File: src/rtl/dac_spi_pkg.sv
package dac_spi_pkg;
  localparam int FRAME_W = 24;
  localparam int CMD_W   = 4;
  localparam int CODE_W  = 12;
  localparam int PAD_W   = 4;

  typedef enum logic [CMD_W-1:0] {
    CMD_WRITE        = 4'h0,
    CMD_UPDATE       = 4'h1,
    CMD_WRITE_UPDATE = 4'h3,
    CMD_POWER_DOWN   = 4'h4,
    CMD_REF_INTERNAL = 4'h6,
    CMD_REF_SUPPLY   = 4'h7
  } dac_cmd_e;

  typedef enum logic [2:0] {
    ST_BOOT,
    ST_IDLE,
    ST_SHIFT,
    ST_END,
    ST_GAP
  } ctl_state_e;

  // Builds the serial frame; reference selects carry an all-zero payload.
  function automatic logic [FRAME_W-1:0] pack_frame(logic [CMD_W-1:0] cmd,
                                                    logic [CODE_W-1:0] code);
    if (cmd == CMD_REF_INTERNAL || cmd == CMD_REF_SUPPLY)
      return {cmd, {(FRAME_W-CMD_W){1'b0}}};
    return {cmd, {PAD_W{1'b0}}, code, {PAD_W{1'b0}}};
  endfunction
endpackage

File: src/rtl/dac_spi_tick.sv
module dac_spi_tick #(
  parameter int HALF_CYC = 2
) (
  input  logic clk,
  input  logic rst,
  input  logic en,
  output logic tick
);
  localparam int CW = (HALF_CYC > 1) ? $clog2(HALF_CYC) : 1;

  logic [CW-1:0] cnt;

  assign tick = en && (cnt == CW'(HALF_CYC - 1));

  always_ff @(posedge clk) begin
    if (rst || !en) cnt <= '0;
    else if (tick)  cnt <= '0;
    else            cnt <= cnt + 1'b1;
  end

  // the half-period counter never passes its limit
  a_r8_tick_bound: assert property (@(posedge clk) disable iff (rst)
    32'(cnt) < HALF_CYC);
endmodule

File: src/rtl/dac_spi_shreg.sv
module dac_spi_shreg #(
  parameter int FRAME_W = 24,
  localparam int CNT_W = $clog2(FRAME_W + 1)
) (
  input  logic               clk,
  input  logic               rst,
  input  logic               load,
  input  logic [FRAME_W-1:0] frame_in,
  input  logic               rise,
  input  logic               fall,
  output logic               sdi,
  output logic [CNT_W-1:0]   bit_cnt
);
  logic [FRAME_W-1:0] sreg;

  always_ff @(posedge clk) begin
    if (rst) begin
      sreg    <= '0;
      bit_cnt <= '0;
    end else if (load) begin
      sreg    <= frame_in;
      bit_cnt <= '0;
    end else begin
      if (fall) sreg <= {sreg[FRAME_W-2:0], 1'b0};
      if (rise) bit_cnt <= bit_cnt + 1'b1;
    end
  end

  assign sdi = sreg[FRAME_W-1];

  // no more than one frame's worth of rising edges is counted
  a_r2_cnt_limit: assert property (@(posedge clk) disable iff (rst)
    32'(bit_cnt) <= FRAME_W);
  // data moves only on a falling-edge request, never with a rising one
  a_r10_no_shift_on_rise: assert property (@(posedge clk) disable iff (rst)
    !(rise && fall));
endmodule

File: src/rtl/dac_spi_cmd_ctrl.sv
module dac_spi_cmd_ctrl #(
  parameter int       HALF_CYC        = 2,
  parameter bit       INIT_SUPPLY_REF = 1'b1
) (
  input  logic        clk,
  input  logic        rst,
  input  logic        req_valid,
  output logic        req_ready,
  input  logic [3:0]  req_cmd,
  input  logic [11:0] req_code,
  output logic        dac_ld_n,
  output logic        dac_sck,
  output logic        dac_sdi
);
  import dac_spi_pkg::*;

  localparam int CNT_W = $clog2(FRAME_W + 1);

  ctl_state_e         state;
  logic               tick, tick_en, fire, load, rise_p, fall_p;
  logic               gap_cnt;
  logic [CNT_W-1:0]   bit_cnt;
  logic [FRAME_W-1:0] frame_sel;

  assign fire      = req_valid && req_ready;
  assign load      = fire || (state == ST_BOOT && INIT_SUPPLY_REF);
  assign frame_sel = (state == ST_BOOT) ? pack_frame(CMD_REF_SUPPLY, '0)
                                        : pack_frame(req_cmd, req_code);
  assign tick_en   = (state == ST_SHIFT) || (state == ST_END) || (state == ST_GAP);
  assign rise_p    = (state == ST_SHIFT) && tick && !dac_sck;
  assign fall_p    = (state == ST_SHIFT) && tick && dac_sck &&
                     (bit_cnt != CNT_W'(FRAME_W));

  dac_spi_tick #(.HALF_CYC(HALF_CYC)) u_tick (
    .clk (clk),
    .rst (rst),
    .en  (tick_en),
    .tick(tick)
  );

  dac_spi_shreg #(.FRAME_W(FRAME_W)) u_shreg (
    .clk     (clk),
    .rst     (rst),
    .load    (load),
    .frame_in(frame_sel),
    .rise    (rise_p),
    .fall    (fall_p),
    .sdi     (dac_sdi),
    .bit_cnt (bit_cnt)
  );

  always_ff @(posedge clk) begin
    if (rst) begin
      state     <= ST_BOOT;
      dac_ld_n  <= 1'b1;
      dac_sck   <= 1'b0;
      req_ready <= 1'b0;
      gap_cnt   <= 1'b0;
    end else begin
      case (state)
        ST_BOOT: begin
          if (INIT_SUPPLY_REF) begin
            dac_ld_n <= 1'b0;
            state    <= ST_SHIFT;
          end else begin
            req_ready <= 1'b1;
            state     <= ST_IDLE;
          end
        end
        ST_IDLE: begin
          if (fire) begin
            req_ready <= 1'b0;
            dac_ld_n  <= 1'b0;
            state     <= ST_SHIFT;
          end
        end
        ST_SHIFT: begin
          if (tick) begin
            if (!dac_sck) dac_sck <= 1'b1;
            else begin
              dac_sck <= 1'b0;
              if (bit_cnt == CNT_W'(FRAME_W)) state <= ST_END;
            end
          end
        end
        ST_END: begin
          if (tick) begin
            dac_ld_n <= 1'b1;
            gap_cnt  <= 1'b0;
            state    <= ST_GAP;
          end
        end
        ST_GAP: begin
          if (tick) begin
            if (gap_cnt) begin
              req_ready <= 1'b1;
              state     <= ST_IDLE;
            end else gap_cnt <= 1'b1;
          end
        end
        default: state <= ST_IDLE;
      endcase
    end
  end

  // the load line rises only after a full frame was clocked
  a_r3_ld_rise_full: assert property (@(posedge clk) disable iff (rst)
    $rose(dac_ld_n) |-> bit_cnt == CNT_W'(FRAME_W));
  // the serial clock rests low outside a frame
  a_r8_sck_idle_low: assert property (@(posedge clk) disable iff (rst)
    dac_ld_n |-> !dac_sck);
  // data is stable while the serial clock is high
  a_r10_sdi_stable_high: assert property (@(posedge clk) disable iff (rst)
    (dac_sck && $past(dac_sck)) |-> $stable(dac_sdi));
  // ready only while the line is idle
  a_r7_ready_idle: assert property (@(posedge clk) disable iff (rst)
    req_ready |-> (dac_ld_n && !dac_sck));
  // an accepted request starts a frame and drops ready
  a_r7_accept_starts: assert property (@(posedge clk) disable iff (rst)
    fire |=> (!dac_ld_n && !req_ready));
endmodule

File: config.mk
export PLATFORM = sky130hd
export DESIGN_NAME = dac_spi_cmd_ctrl
export DESIGN_NICKNAME = d
export VERILOG_FILES = /design/src/rtl/dac_spi_pkg.sv /design/src/rtl/dac_spi_tick.sv /design/src/rtl/dac_spi_shreg.sv /design/src/rtl/dac_spi_cmd_ctrl.sv
export SDC_FILE = /design/constraint.sdc
export NUM_CORES = 1
export LEC_CHECK = 0
export BUFFER_PORTS_ARGS = -buffer_cell sky130_fd_sc_hd__buf_4
export CORE_MARGIN = 4
export CORE_UTILIZATION = 40
export DETAILED_ROUTE_END_ITERATION = 12
export HOLD_SLACK_MARGIN = 0.06
export PLACE_DENSITY = 0.69
export REMOVE_ABC_BUFFERS = 1
export SLEW_MARGIN = 0
export SYNTH_ARGS = -nofsm -noshare
export SYNTH_HDL_FRONTEND = slang
export SYNTH_SLANG_ARGS = --single-unit
File: constraint.sdc
create_clock -name clk -period 2 [get_ports clk]
set_input_delay 0.2 -clock clk [delete_from_list [all_inputs] [get_ports clk]]
set_output_delay 0.2 -clock clk [all_outputs]
set_load 0.02 [all_outputs]
==> qor.yml <==
cp-start-kind: "register"
synth_commonest_cells: "dfxtp_1, nor2_1, a21oi_1"
crit_required_ps: 2210
route.detailed.drc: 0
holdBufCountCts: 0
syn-cell-area_sq_um: 1630
cts_buffers: 5
met3_usage_pct: 4.49
tritoncts: "done"
ant_nets: 0
fin_worst_skew_ps: 4.01
grt_remaining_overflow: 0
grt_max_degree: 26
cts_max_path_buffers: 2
cts-root-buf: "clkbuf_8"
num_io_pins: 23
rows: 22
tightest_slew_ps: 728
holdCritPathClass: "primary input to register"
synth.avg_cell_area_sq_um: 9.38
cts_resized: 0
die_w_microns: 71.9
area.growth.synth_to_final_pct: 16.8
antenna_found_initial: 0
routed_wl_mm: 3.33
grt_pass1_vias: 1360
synth.most_common_cell: "dfxtp_1"
layout-drive-gt1-share_pct: 28.8
via_count: 1349
place_congestion: 0.824
powerDensity_nw_per_um2: 697
fp.coreArea_sq_um: 3800
outcome: "finished clean"
post-route-min-period_ps: 1740
yosys_warnings: 0
max_slew_margin_pct: 51.4
finalCritPeriodShare_pct: 87.2
p_leak_nw: 0.750
path_class: "register to register"
synth_top_area_cell: "dfxtp_1"
cts_sinks: 33
viasPerCell: 5.48
wl_per_cell_microns: 13.6
fp.dieArea_sq_um: 5160
ys_types: 42
placedCellCount: 238
htree_num_levels: 2
fmax_ghz: 0.573
hold_viol: 0
rsz0062_at_grt: "no"
drv_slew: 0
nets: 218
synthTopCellsByArea: "dfxtp_1, a221oi_2, nor2_1"
finalSetupViolations: 0
end_kind: "register"
arrival_ps: 1950
port_buffers: 22
setup-tns-final_ps: 0
use_met1_pct: 17.9
ys_ff_latch: 33
synth-async-reset-ratio_pct: 0
yosysSeqAreaShare_pct: 40.5
synth_edf_count: 0
use_met2_pct: 22.7
clk_latency_ps: 290
ys.flop_type: "dfxtp_1"
die_height_microns: 71.9
irDropWorstVdd_v: 0.000344
top_usage_layer: "met2"
grtUsageTotal_pct: 14.3
crit_fanout: 14
start_util_pct: 43.0
num_antenna_cells: 0
hpwl_mm: 2.28
cts_setup_buffers: 0
path_clk_slew_ps: 60
firstDrtPassIters: 4
yosys.area.top_type_share_pct: 40.5
drt-initial-drc-count: 104
syn-instance-count: 174
cap_violations: 0
fin_cells: 246
grt_pass1_wl_mm: 5.86
[layout make-up]
| cell class | instances | area [sq um] |
|---|---|---|
| Fill cell | 379 | 1890 |
| Tap cell | 48 | 60.1 |
| Timing Repair Buffer | 30 | 225 |
| Sequential cell | 33 | 661 |
| Multi-Input combinational cell | 120 | 853 |
| Clock buffer | 8 | 80.1 |
| Inverter | 7 | 26.3 |
[report_power, final]
| group | switching, mW | internal [mW] |
|---|---|---|
| Combinational | 0.0777 | 0.0700 |
| Sequential | 0.0203 | 0.682 |
| Clock | 0.231 | 0.247 |
[per-stage QoR]
| stage | power (mW) | area (sq um) | setup WS, ps | hold slack [ps] | utilization (%) |
|---|---|---|---|---|---|
| after floorplan | 0.796 | 1540 | 131 | 265 | - |
| after global placement | 0.863 | 1830 | 336 | 438 | 48.1 |
| after detailed placement | 0.864 | 1830 | 269 | 445 | 48.1 |
| after CTS | 1.35 | 1910 | 231 | 147 | 50.2 |
| after global routing | 1.39 | 1910 | 90.5 | 187 | 50.2 |
| final | 1.33 | 1910 | 255 | 146 | 50.2 |
[path summary, 6_finish.rpt]
kind,start,to,slack (ps),depth (start not counted)
min,req_code[0],u_shreg.sreg[4],150,3
max reg2reg,u_shreg.bit_cnt[0],u_shreg.sreg[14],260,7
min reg2reg,u_shreg.sreg[21],u_shreg.sreg[21],460,2
max,u_shreg.bit_cnt[0],u_shreg.sreg[14],260,7
[cells in the final DEF (no fill, tap or decap), types with 3 or more instances in the layout]
master,instances
o21ai_0,3
nor3_2,8
a221oi_1,4
dfxtp_1,33
a221oi_2,7
o221ai_1,3
nor2_1,28
a31oi_1,3
inv_1,7
a21oi_1,12
nor3_1,8
clkbuf_1,3
mux2i_1,4
nand2_1,11
buf_4,30
xnor2_1,3
clkbuf_8,5
[routing by layer]
metal	up-vias	part of all wire, %	wire length (microns)
met4	0	0.99	33
li1	677	-	-
met2	40	44	1460
met3	4	7.3	245
met5	-	0	0
met1	628	48	1600
[sequential cells by signal (all words and copies together) (netlist names)]
| name | count |
|---|---|
| gap_cnt | 1 |
| dac_ld_n | 1 |
| u_shreg.sreg | 20 |
| u_tick.cnt | 1 |
| u_shreg.bit_cnt | 5 |
| state | 3 |
| req_ready | 1 |
| dac_sck | 1 |
[critical path: stages, from the launching register on]
cell and delay, ps:
dfxtp_1 340, inv_1 70, ha_1 140, nand4b_1 240, a311oi_4 340, buf_4 260, a221oi_1 70, nor3_1 200
[kinds of logic after synthesis]
kind of cell | share of synthesized area, %
multiplexers | 2.45
XOR/XNOR | 2.15
adder cells (fa/ha/maj) | 1.53
flip-flops | 40.5
AND/OR/NAND/NOR | 22.5
AO/OA/AOI/OAI | 23.6
buffers and inverters | 7.21
(Power assumes the default switching activity.)
